$ cat src/rtl/mmio_pin_pkg.sv
`timescale 1ns/1ps
package mmio_pin_pkg;

  localparam int PIN_CNT     = 4;
  localparam int MODE_W      = 2;
  localparam int REG_W       = 8;
  localparam int ADDR_W      = 2;
  localparam int SYNC_STAGES = 2;

  typedef enum logic [MODE_W-1:0] {
    PM_IN   = 2'b00,
    PM_WAKE = 2'b01,
    PM_OUT  = 2'b10,
    PM_BUF  = 2'b11
  } pin_mode_e;

  typedef enum logic [1:0] {
    ROLE_DOUT = 2'd0,
    ROLE_DIN  = 2'd1,
    ROLE_SCLK = 2'd2,
    ROLE_CSN  = 2'd3
  } pin_role_e;

  localparam logic [ADDR_W-1:0] A_MODE  = 2'd0;
  localparam logic [ADDR_W-1:0] A_LEVEL = 2'd1;
  localparam logic [ADDR_W-1:0] A_PULL  = 2'd2;
  localparam logic [ADDR_W-1:0] A_OSC   = 2'd3;

  function automatic pin_role_e role_of(input int unsigned idx);
    logic [1:0] r;
    r = idx[1:0];
    return pin_role_e'(r);
  endfunction

endpackage

$ cat src/rtl/mmio_pin_rst_sync.sv
`timescale 1ns/1ps
module mmio_pin_rst_sync #(
  parameter int STAGES = 2
) (
  input  logic clk,
  input  logic arst_n,
  output logic rst_n_o
);

  logic [STAGES-1:0] chain_q;
  logic [STAGES-1:0] chain_d;

  always_comb begin
    chain_d = {chain_q[STAGES-2:0], 1'b1};
  end

  always_ff @(posedge clk or negedge arst_n) begin
    if (!arst_n) begin
      chain_q <= '0;
    end else begin
      chain_q <= chain_d;
    end
  end

  assign rst_n_o = chain_q[STAGES-1];

endmodule

$ cat src/rtl/mmio_pin_in_sync.sv
`timescale 1ns/1ps
module mmio_pin_in_sync #(
  parameter int WIDTH  = 4,
  parameter int STAGES = 2
) (
  input  logic             clk,
  input  logic             rst_n,
  input  logic [WIDTH-1:0] pad_in_i,
  output logic [WIDTH-1:0] sync_o,
  output logic [WIDTH-1:0] fall_o
);

  // stage[STAGES-1] is the synchronized level; stage[STAGES] is its delayed copy
  logic [STAGES:0][WIDTH-1:0] stage_q;
  logic [STAGES:0][WIDTH-1:0] stage_d;

  always_comb begin
    stage_d[0] = pad_in_i;
    for (int k = 1; k <= STAGES; k++) begin
      stage_d[k] = stage_q[k-1];
    end
  end

  always_ff @(posedge clk or negedge rst_n) begin
    if (!rst_n) begin
      stage_q <= '0;
    end else begin
      stage_q <= stage_d;
    end
  end

  assign sync_o = stage_q[STAGES-1];
  assign fall_o = stage_q[STAGES] & ~stage_q[STAGES-1];

endmodule

$ cat src/rtl/mmio_pin_regs.sv
`timescale 1ns/1ps
module mmio_pin_regs
  import mmio_pin_pkg::*;
#(
  parameter int PINS = PIN_CNT
) (
  input  logic                   clk,
  input  logic                   rst_n,
  input  logic                   wr_i,
  input  logic [ADDR_W-1:0]      addr_i,
  input  logic [REG_W-1:0]       wdata_i,
  input  logic [PINS-1:0]        sync_lvl_i,
  input  logic [PINS-1:0]        fall_i,
  input  logic [PINS-1:0]        out_type_i,
  output logic [PINS*MODE_W-1:0] mode_o,
  output logic [PINS-1:0]        lvl_o,
  output logic                   pu_o,
  output logic                   osc_o,
  output logic [REG_W-1:0]       rdata_o
);

  localparam int MODE_BITS = PINS * MODE_W;
  localparam int PAD_W     = REG_W - PINS;

  logic [MODE_BITS-1:0] mode_q, mode_d;
  logic [PINS-1:0]      lvl_q, lvl_d;
  logic                 pu_q, pu_d;
  logic                 osc_q, osc_d;
  logic                 mode_en, lvl_en, pu_en, osc_wr;
  logic                 wake_hit;
  logic [PINS-1:0]      lvl_view;

  // write decode
  always_comb begin
    mode_en = wr_i && (addr_i == A_MODE);
    lvl_en  = wr_i && (addr_i == A_LEVEL);
    pu_en   = wr_i && (addr_i == A_PULL);
    osc_wr  = wr_i && (addr_i == A_OSC);
  end

  // wake detection: only pins in wake mode contribute
  always_comb begin
    wake_hit = 1'b0;
    for (int i = 0; i < PINS; i++) begin
      if ((pin_mode_e'(mode_q[i*MODE_W +: MODE_W]) == PM_WAKE) && fall_i[i]) begin
        wake_hit = 1'b1;
      end
    end
  end

  // next state
  always_comb begin
    mode_d = mode_q;
    lvl_d  = lvl_q;
    pu_d   = pu_q;
    osc_d  = osc_q;
    if (mode_en) mode_d = wdata_i[MODE_BITS-1:0];
    if (lvl_en)  lvl_d  = wdata_i[PINS-1:0];
    if (pu_en)   pu_d   = wdata_i[0];
    if (wake_hit) begin
      osc_d = 1'b1;
    end else if (osc_wr) begin
      osc_d = wdata_i[0];
    end
  end

  always_ff @(posedge clk or negedge rst_n) begin
    if (!rst_n) begin
      mode_q <= '0;
      lvl_q  <= '0;
      pu_q   <= 1'b0;
      osc_q  <= 1'b0;
    end else begin
      if (mode_en)            mode_q <= mode_d;
      if (lvl_en)             lvl_q  <= lvl_d;
      if (pu_en)              pu_q   <= pu_d;
      if (wake_hit || osc_wr) osc_q  <= osc_d;
    end
  end

  // level view: stored bit for driven pins, synchronized input otherwise
  always_comb begin
    for (int i = 0; i < PINS; i++) begin
      lvl_view[i] = out_type_i[i] ? lvl_q[i] : sync_lvl_i[i];
    end
  end

  always_comb begin
    unique case (addr_i)
      A_MODE:  rdata_o = mode_q;
      A_LEVEL: rdata_o = {{PAD_W{1'b0}}, lvl_view};
      A_PULL:  rdata_o = {{(REG_W-1){1'b0}}, pu_q};
      default: rdata_o = {{(REG_W-1){1'b0}}, osc_q};
    endcase
  end

  assign mode_o = mode_q;
  assign lvl_o  = lvl_q;
  assign pu_o   = pu_q;
  assign osc_o  = osc_q;

endmodule

$ cat src/rtl/mmio_pin_cell.sv
`timescale 1ns/1ps
module mmio_pin_cell
  import mmio_pin_pkg::*;
#(
  parameter pin_role_e ROLE = ROLE_DOUT
) (
  input  logic [MODE_W-1:0] mode_i,
  input  logic              lvl_i,
  input  logic              pu_i,
  input  logic              pad_in_i,
  input  logic              csn_i,
  input  logic              sclk_i,
  input  logic              din_i,
  output logic              pad_out_o,
  output logic              pad_oe_o,
  output logic              pad_pu_o,
  output logic              dout_vld_o,
  output logic              dout_o
);

  pin_mode_e mode;
  assign mode = pin_mode_e'(mode_i);

  always_comb begin
    pad_out_o  = 1'b0;
    pad_oe_o   = 1'b0;
    pad_pu_o   = 1'b0;
    dout_vld_o = 1'b0;
    dout_o     = 1'b0;
    unique case (mode)
      PM_OUT: begin
        pad_oe_o  = 1'b1;
        pad_out_o = lvl_i;
      end
      PM_BUF: begin
        unique case (ROLE)
          ROLE_DOUT: begin
            pad_pu_o   = pu_i;
            dout_vld_o = csn_i;
            dout_o     = pad_in_i & csn_i;
          end
          ROLE_DIN: begin
            pad_oe_o  = 1'b1;
            pad_out_o = csn_i ? din_i : lvl_i;
          end
          ROLE_SCLK: begin
            pad_oe_o  = 1'b1;
            pad_out_o = csn_i ? sclk_i : lvl_i;
          end
          default: begin
            pad_oe_o  = 1'b1;
            pad_out_o = ~csn_i;
          end
        endcase
      end
      default: begin
        pad_out_o = 1'b0;
      end
    endcase
  end

endmodule

$ cat src/rtl/mmio_pin_ctrl.sv
`timescale 1ns/1ps
module mmio_pin_ctrl
  import mmio_pin_pkg::*;
(
  input  logic              clk,
  input  logic              arst_n,
  input  logic              reg_wr_i,
  input  logic [ADDR_W-1:0] reg_addr_i,
  input  logic [REG_W-1:0]  reg_wdata_i,
  output logic [REG_W-1:0]  reg_rdata_o,
  input  logic [PIN_CNT-1:0] pad_in_i,
  output logic [PIN_CNT-1:0] pad_out_o,
  output logic [PIN_CNT-1:0] pad_oe_o,
  output logic [PIN_CNT-1:0] pad_pu_o,
  input  logic              spi_csn_i,
  input  logic              spi_sclk_i,
  input  logic              spi_din_i,
  input  logic              spi_dout_core_i,
  output logic              spi_dout_o,
  output logic              osc_en_o
);

  localparam int MODE_BITS = PIN_CNT * MODE_W;

  logic                 rst_n_sync;
  logic [MODE_BITS-1:0] mode_q;
  logic [PIN_CNT-1:0]   lvl_q;
  logic                 pu_q;
  logic [PIN_CNT-1:0]   sync_lvl;
  logic [PIN_CNT-1:0]   wake_fall;
  logic [PIN_CNT-1:0]   dout_vld;
  logic [PIN_CNT-1:0]   dout_bit;

  mmio_pin_rst_sync #(.STAGES(2)) u_rst (
    .clk     (clk),
    .arst_n  (arst_n),
    .rst_n_o (rst_n_sync)
  );

  mmio_pin_in_sync #(.WIDTH(PIN_CNT), .STAGES(SYNC_STAGES)) u_sync (
    .clk      (clk),
    .rst_n    (rst_n_sync),
    .pad_in_i (pad_in_i),
    .sync_o   (sync_lvl),
    .fall_o   (wake_fall)
  );

  mmio_pin_regs #(.PINS(PIN_CNT)) u_regs (
    .clk        (clk),
    .rst_n      (rst_n_sync),
    .wr_i       (reg_wr_i),
    .addr_i     (reg_addr_i),
    .wdata_i    (reg_wdata_i),
    .sync_lvl_i (sync_lvl),
    .fall_i     (wake_fall),
    .out_type_i (pad_oe_o),
    .mode_o     (mode_q),
    .lvl_o      (lvl_q),
    .pu_o       (pu_q),
    .osc_o      (osc_en_o),
    .rdata_o    (reg_rdata_o)
  );

  for (genvar g = 0; g < PIN_CNT; g++) begin : g_cell
    mmio_pin_cell #(.ROLE(role_of(g))) u_cell (
      .mode_i     (mode_q[g*MODE_W +: MODE_W]),
      .lvl_i      (lvl_q[g]),
      .pu_i       (pu_q),
      .pad_in_i   (pad_in_i[g]),
      .csn_i      (spi_csn_i),
      .sclk_i     (spi_sclk_i),
      .din_i      (spi_din_i),
      .pad_out_o  (pad_out_o[g]),
      .pad_oe_o   (pad_oe_o[g]),
      .pad_pu_o   (pad_pu_o[g]),
      .dout_vld_o (dout_vld[g]),
      .dout_o     (dout_bit[g])
    );
  end

  assign spi_dout_o = (|dout_vld) ? (|(dout_bit & dout_vld)) : spi_dout_core_i;

endmodule

$ cat config.mk
export PLATFORM = sky130hd
export DESIGN_NAME = mmio_pin_ctrl
export DESIGN_NICKNAME = d
export VERILOG_FILES = /design/src/rtl/mmio_pin_pkg.sv /design/src/rtl/mmio_pin_rst_sync.sv /design/src/rtl/mmio_pin_in_sync.sv /design/src/rtl/mmio_pin_regs.sv /design/src/rtl/mmio_pin_cell.sv /design/src/rtl/mmio_pin_ctrl.sv
export SDC_FILE = /design/constraint.sdc
export NUM_CORES = 1
export LEC_CHECK = 0
export BUFFER_PORTS_ARGS = -buffer_cell sky130_fd_sc_hd__buf_2
export CAP_MARGIN = 25
export CORE_MARGIN = 3
export CORE_UTILIZATION = 40
export DETAILED_ROUTE_END_ITERATION = 8
export GPL_ROUTABILITY_DRIVEN = 0
export PLACE_DENSITY = 0.73
export SETUP_SLACK_MARGIN = 0.1
export SYNTH_ARGS = -nofsm -noshare
export SYNTH_HDL_FRONTEND = slang
export SYNTH_SLANG_ARGS = --single-unit
$ cat constraint.sdc
create_clock -name clk -period 2.1 [get_ports clk]
set_clock_uncertainty 0.05 [all_clocks]
set_input_delay 0.42 -clock clk [delete_from_list [all_inputs] [get_ports clk]]
set_output_delay 0.42 -clock clk [all_outputs]
set_load 0.005 [all_outputs]
### Yosys cells after proc, flatten, opt, wreduce, memory -nomap -nowiden

Cells that the tools add are included.

| operators by class | value |
|---|---|
| eq/ne operators | 15 |
| muxes and demuxes | 25 |
| bitwise operators | 5 |
| reductions and logical operators | 16 |

Operator list:

| operator | number |
|---|---|
| $pmux 8 s3 | 1 |
| $mux 1 | 21 |
| $eq 2x2->1 const B | 10 |
| $eq 2x1->1 const B | 5 |
| $logic_and 1x1->1 | 8 |
| $pmux 1 s2 | 3 |
| $reduce_or 2->1 | 3 |
| $and 4x4->4 | 1 |
| $not 4->4 | 1 |
| $reduce_or 4->1 | 1 |
| $and 1x1->1 | 2 |
| $logic_not 2->1 | 1 |
| $reduce_and 2->1 | 1 |
| $reduce_bool 2->1 | 1 |
| $logic_or 1x1->1 | 1 |
| $not 1->1 | 1 |

| storage, ports and cells | value |
|---|---|
| register bits after elaboration | 28 |
| input bits | 21 |

### Logic depth before layout (Yosys ltp)

Gate-level depths: netlist (run 1).

| logic depth | value |
|---|---|
| word-level depth | 9 |
| mapped depth | 5 |
| gate-level depth less buffers | 3 |

### By module

Synthesis (run 1) repeated with hierarchy kept, for this count alone.

| second synthesis, totals | value |
|---|---|
| cell total of the unflattened synthesis | 117 |
| area total of the unflattened synthesis | 1403.8 um^2 |

Modules (own cells, without submodules):

| module | times used | cells each | area an instance (um^2) |
|---|---|---|---|
| mmio_pin_regs | 1 | 59 | 729.4 |
| mmio_pin_in_sync | 1 | 20 | 385.4 |
| mmio_pin_cell at g_cell[1].u_cell ... | 2 | 9 | 51.3 |
| mmio_pin_cell at g_cell[3].u_cell | 1 | 8 | 61.3 |
| mmio_pin_rst_sync | 1 | 3 | 53.8 |
| mmio_pin_cell at g_cell[0].u_cell | 1 | 5 | 38.8 |
| mmio_pin_ctrl | 1 | 4 | 32.5 |

### Least setup slack after synthesis (run 1)

OpenSTA, ideal clock, no wires.

| timing path | value |
|---|---|
| path kind | register to output |
| start | reg u_regs.mode_q[1] (netlist: u_regs.mode_o[1]) |
| end | out reg_rdata_o[0] |
| arrival | 1294 ps |
| data required time | 1630 ps |
| setup slack | 336 ps |
| stages on the path, launching flop included | 4 |
| path buffers | 0 |
| cell sequence | dfrtp_1 nor2b_4 mux2_4 mux4_2 |

| on the way | value |
|---|---|
| longest elaborated chain between the ends | 4 |

RTL lines:

| item | RTL line | source |
|---|---|---|
| start: declaration | mmio_pin_regs.sv:25 | `logic [MODE_BITS-1:0] mode_q, mode_d;` |
| start signal: assignment | mmio_pin_regs.sv:74 | `if (mode_en) mode_q <= mode_d;` |
| $eq 2x2->1 | mmio_pin_cell.sv:30 | `unique case (mode)` |
| $mux 1 | - |  |
| named net g_cell[0].u_cell.pad_oe_o | mmio_pin_cell.sv:15 | `output logic pad_oe_o,` |
| $mux 1 | mmio_pin_regs.sv:84 | `lvl_view[i] = out_type_i[i] ? lvl_q[i] : sync_lvl_i[i];` |
| $pmux 8 s3 | mmio_pin_regs.sv:89 | `unique case (addr_i)` |
| end: declaration | mmio_pin_ctrl.sv:10 | `output logic [REG_W-1:0] reg_rdata_o,` |

The timed path passes the listed nets, and every way through them passes these cells.

### Worst setup path in the final report (run 1)

| timing path | value |
|---|---|
| start | reg u_regs.mode_q[0] (netlist: u_regs.mode_o[0]) |
| end | out reg_rdata_o[0] |

| on the way | value |
|---|---|
| longest elaborated chain between the ends | 4 |

RTL lines:

| item | RTL line |
|---|---|
| $eq 2x2->1 | mmio_pin_cell.sv:30 |
| $mux 1 | - |
| $mux 1 | mmio_pin_regs.sv:84 |
| $pmux 8 s3 * | mmio_pin_regs.sv:89 |

Mark *: on every way between the ends. The rest lies on a longest branch, timed or not.

==> results of run 1 <==
[cell families (layout without fill, tap and decap cells)]
family	after synthesis	count (layout)
compound gates	5	5
mux	21	21
other cells	2	4
simple gates	30	30
buf+inv	19	51
flops	28	28
[worst min-delay path by stage]
stage	end	start	slack, ps
final	u_sync.stage_d[7]	pad_in_i[3]	150
after global routing	u_sync.stage_d[5]	pad_in_i[1]	130
after CTS	u_sync.stage_d[6]	pad_in_i[2]	140
after detailed placement	u_rst.chain_q[1]	arst_n	160
after global placement	u_rst.chain_q[0]	arst_n	160
after floorplan	u_rst.chain_q[0]	arst_n	70
[Yosys cell counts (3+ instances only)]
library cell  number
clkbuf_1           3
nand2_1            6
and2_1             7
a211oi_1           3
mux2_2            14
buf_4             12
nor4bb_1           4
nand3_1            4
dfrtp_1           28
buf_2              3
nor2_1             5
mux2i_1            5
[report_power, final]
part / total [W] / switching (W) / internal [W]
Combinational: 0.000270 / 0.000105 / 0.000166
Sequential: 0.000665 / 0.0000608 / 0.000604
Clock: 0.000247 / 0.000141 / 0.000106
Total: 0.00118 / 0.000307 / 0.000875
[worst register-to-register path, cell delays in order (launching register included)]
cell      delay (ps)
dfrtp_2          450
buf_4            150
nor4bb_1         120
nor4_1           240
nand2_1           70
[layout make-up]
cell class | instances | area [µm²] | area share
Clock buffer | 4 | 36.28 | 0.02385
Multi-Input combinational cell | 60 | 476.7 | 0.3133
Inverter | 1 | 3.754 | 0.002467
Timing Repair Buffer | 46 | 250.2 | 0.1645
Sequential cell | 28 | 701.9 | 0.4613
Tap cell | 42 | 52.55 | 0.03454
[repair_timing]
item | in CTS | in global routing
hold buffers | 1 | 0
pin swaps | 0 | 0
hold endpoints to repair | 2 | 0
buffers inserted | 3 | 1
endpoints found under the setup margin | 1 | 2
gates resized for setup | 1 | 0
[sequential cells by signal, summed over array words and instances, names as in the netlist]
name and count:
u_regs.lvl_o 4, u_regs.mode_o 8, u_regs.osc_o 1, u_regs.pu_o 1, u_rst.chain_q 2, u_sync.stage_d 4, u_sync.stage_q 4, u_sync.sync_o 4
[layer usage]
layer,vias up,track usage,routed length (µm)
li1,411,-,-
met1,441,0.1555,1029
met2,26,0.2224,1270
met3,2,0.03597,137
met4,0,0.07713,12
met5,-,0,0
[metrics by stage]
| step | worst slack [ps] | area (µm²) | total power (W) |
|---|---|---|---|
| after floorplan | 336.0 | 1297 | 0.0008643 |
| after global placement | 210.3 | 1444 | 0.0009145 |
| after detailed placement | 136.2 | 1444 | 0.0009265 |
| after CTS | -143.9 | 1514 | 0.001192 |
| after global routing | -205.7 | 1521 | 0.001259 |
| final | -125.5 | 1521 | 0.001182 |
==> out/results.ini, run 1 <==
[synth]
synth.top_cell.area_share=0.5432
ys_warn_count=0
yosysSeqAreaShare=0.5432
ys.flop_type=dfrtp_1
synth_top_family_by_area=multiplexers
synth-seq-cells=28
syn_avg_cell_area_um2=12.29
ys_types=21
synth_edf_count=0
ys_top_cells_by_area=dfrtp_1 54%, mux2_2 12%, buf_4 7.0%
synthArstFlopShare=1.000
muxShareOfSynthArea=0.1901
synthAdderAreaFrac=0
synth_xor_area_frac=0
synthCells=105
synth-simple-area-share=0.1387
yosys.area.top_type=dfrtp_1
syn_area_mm2=0.001290
synth-compound-area-share=0.02910

[place]
numPlacedInstances=172
numPortBuffers=39
dp_hpwl_um=1939

[clocking]
cts.sinks=28
htreeDepth=1
cts_tree=yes
clk_pin_slew_ps=140
cts_root_buffer=clkbuf_4
clkLatencyLatePin_ps=310
cts-buffers-inserted=3
cts_buffer_depth=2

[power]
peakVddDrop_mv=0.3035
power.density_mw_per_mm2=777.1
p_leak_nw=0.7492

[worst_hold_path]
hp-class=input port to flop
whs_path_depth=1

[cells_and_area]
diodes=0
drive_gt1_frac=0.4820
nFillCells=274
syn_to_final_growth_pct=17.94
utilization=0.5246
final_common_cell=buf_2
mostFrequentLayoutCells=39 x buf_2, 27 x dfrtp_1, 14 x mux2_2
instances_no_fill=181
nNetsFinal=161

[timing]
min_period_ps=2226
max_freq_mhz=449.3
whs_ps=152.6
rsz0062_at_grt=yes
maxSlewViolCount=0
setup_slack_ps=-125.5
hold_violations=0
setup_violations=1
min_period_over_period=1.060
finalSetupTns_ps=-125.5

[routing]
finalWirelength_um=2449
detail-route-antenna-nets=0
vias=880
first_pass_iters=4
post-route-drc-count=0
drt-initial-drc-count=52
vias_per_cell=4.862
wl_per_cell_um=13.53

[run_status]
violations=negative setup slack
status=complete, but fails checks

[critical_path]
path_delay_family=multiplexers
reg2reg_to=u_regs.osc_o
crit_end=reg_rdata_o[0]
r2r_setup_slack_ps=910
r2r_cells=4
cp.required_ps=1630
setup.worst_path.class=flop to primary output
critPathCaptureType=primary output
critPathBufInv=1
r2r_start=u_regs.mode_o[0]
path_depth=4
path_cells=nor2b_4 -> mux2_4 -> mux4_2 -> buf_2
arrival_ps=1760
slowest_delay_ps=450
crit_path_start=u_regs.mode_o[0]
crit_fanout=2
start_kind=flop
worst_path_max_delay_cell=dfrtp_2

[grt]
grt_pass1_wl_um=4140
antenna_found_initial=0
grt.total_usage=0.1341
first_global_vias=923
grt_overflow_total=0
grt_start_max_net_pins=16

[floorplanning]
io_pins=43
die_w_um=62.79
num_rows=19
start_util=0.4448
die_area_mm2=0.003943
core_area_mm2=0.002900
die_h_um=62.79

[flow_run]
drv_cap=0

Note: power is estimated with default switching activity, not from simulation.
==> run 2, diff against run 1 <==
CTS_CLUSTER_DIAMETER = 40   (was default)
PLACE_DENSITY = default   (was 0.73)
PLACE_DENSITY_LB_ADDON = 0.2   (was default)
==> run 2 against run 1 <==
The run still ends with negative setup slack left. Global-route usage down 0.57 points. Sequential share of layout area increased by 0.42 points. Clock power is 20% lower. Design area fell by 0.90%. Final cell count down 0.55%. Largest cell class unchanged. Wire length shrank 3.5%. Total power down 4.5%. Register-to-register slack worse by 20 ps. Core utilization is 0.47 points lower. Hold slack improved by 3.9 ps. Combinational power about the same.
==> out/results.ini, run 2 (same netlist as run 1, synthesis figures left out) <==
[clocking]
htreeDepth=1
clk_pin_slew_ps=120
cts.sinks=28
cts_buffer_depth=2
cts_tree=yes
clkLatencyLatePin_ps=310
cts_root_buffer=clkbuf_4
cts-buffers-inserted=3

[floorplanning]
num_rows=19
die_w_um=62.79
io_pins=43
die_h_um=62.79
core_area_mm2=0.002900
die_area_mm2=0.003943
start_util=0.4448

[timing]
min_period_ps=2229
hold_violations=0
min_period_over_period=1.061
max_freq_mhz=448.6
rsz0062_at_grt=yes
finalSetupTns_ps=-129.1
maxSlewViolCount=0
setup_violations=1
whs_ps=156.5
setup_slack_ps=-129.1

[run_status]
status=complete, but fails checks
violations=negative setup slack

[routing]
wl_per_cell_um=13.13
post-route-drc-count=0
first_pass_iters=4
vias_per_cell=4.739
vias=853
route.met3.wl_um=124
detail-route-antenna-nets=0
drt-initial-drc-count=32
drt-met1-wl_um=995
route.top_layer_used=met4
finalWirelength_um=2364
wl_met2_um=1214

[grt]
grt.total_usage=0.1284
antenna_found_initial=0
grt_start_max_net_pins=15
grt_pass1_wl_um=3919
grt_overflow_total=0
first_global_vias=870

[place]
dp_hpwl_um=1888
numPortBuffers=39

[flow_run]
drv_cap=0

[critical_path]
crit_path_start=u_regs.mode_o[0]
critPathCaptureType=primary output
r2r_cells=4
start_kind=flop
crit_end=reg_rdata_o[0]
cp.required_ps=1630
setup.worst_path.class=flop to primary output
r2r_start=u_regs.mode_o[0]
reg2reg_to=u_regs.osc_o
r2r_setup_slack_ps=890
arrival_ps=1760
crit_fanout=2

[cells_and_area]
diodes=0
syn_to_final_growth_pct=16.88
drive_gt1_frac=0.4783
final_common_cell=buf_2
mostFrequentLayoutCells=39 x buf_2, 27 x dfrtp_1, 14 x mux2_2
nNetsFinal=161
largest_reg_flops=8

[worst_hold_path]
hp-class=flop to async pin

[power]
p_total_w=0.001130
power.density_mw_per_mm2=749.2
peakVddDrop_mv=0.3643
p_leak_nw=0.7420

==> run 2: metrics by stage <==
step	cell area, µm²	std cells	worst slack [ps]	utilization
global placement	1444	172	203.7	0.4978
floorplan	1297	107	336.0	-
finish	1508	180	-129.1	0.5198
CTS	1500	179	-160.9	0.5173
detailed placement	1444	172	131.0	0.4978
global route	1508	180	-200.9	0.5198
==> run 2: worst max-delay path: stages (launching register included) <==
cell	delay, ps
dfrtp_2	440
nor2b_4	130
mux2_4	300
mux4_2	440
buf_2	140
==> run 2: worst min-delay path by stage <==
| stage | end | slack [ps] |
|---|---|---|
| after global placement | u_rst.chain_q[0] | 160 |
| after detailed placement | u_sync.stage_q[9] | 160 |
| final | u_sync.stage_q[9] | 160 |
| after CTS | u_sync.stage_d[7] | 140 |
| after global routing | u_sync.stage_d[7] | 140 |
| after floorplan | u_rst.chain_q[0] | 70 |
==> run 2: where the power goes <==
group	total [W]	switching [W]	leakage [nW]	internal, W
clock network	0.000198	0.000131	0.0138	0.0000670
registers	0.000664	0.0000606	0.326	0.000604
logic	0.000268	0.000102	0.403	0.000166
==> run 2: layout make-up <==
type / count / area, µm²
well taps: 42 / 52.55
repair buffers: 46 / 250.2
clock buffers: 3 / 22.52
flip-flops and latches: 28 / 701.9
multi-input cells: 60 / 476.7
inverters: 1 / 3.754
fillers: 280 / 1393
==> run 2: routing by layer <==
metal  track usage  up-vias
li1              -      406
met3       0.03417        4
met2        0.2237       25
met4       0.05234        0
met5             0        -
met1        0.1488      418
==> run 2: timing repair <==
item                                   4_1_cts  5_1_grt
endpoints found under the hold margin        2        0
resized for setup                            1        0
buffers inserted                             3        1
hold buffers                                 1        0
pin swaps                                    0        0
setup endpoints to repair                    1        1
cloned                                       0        0
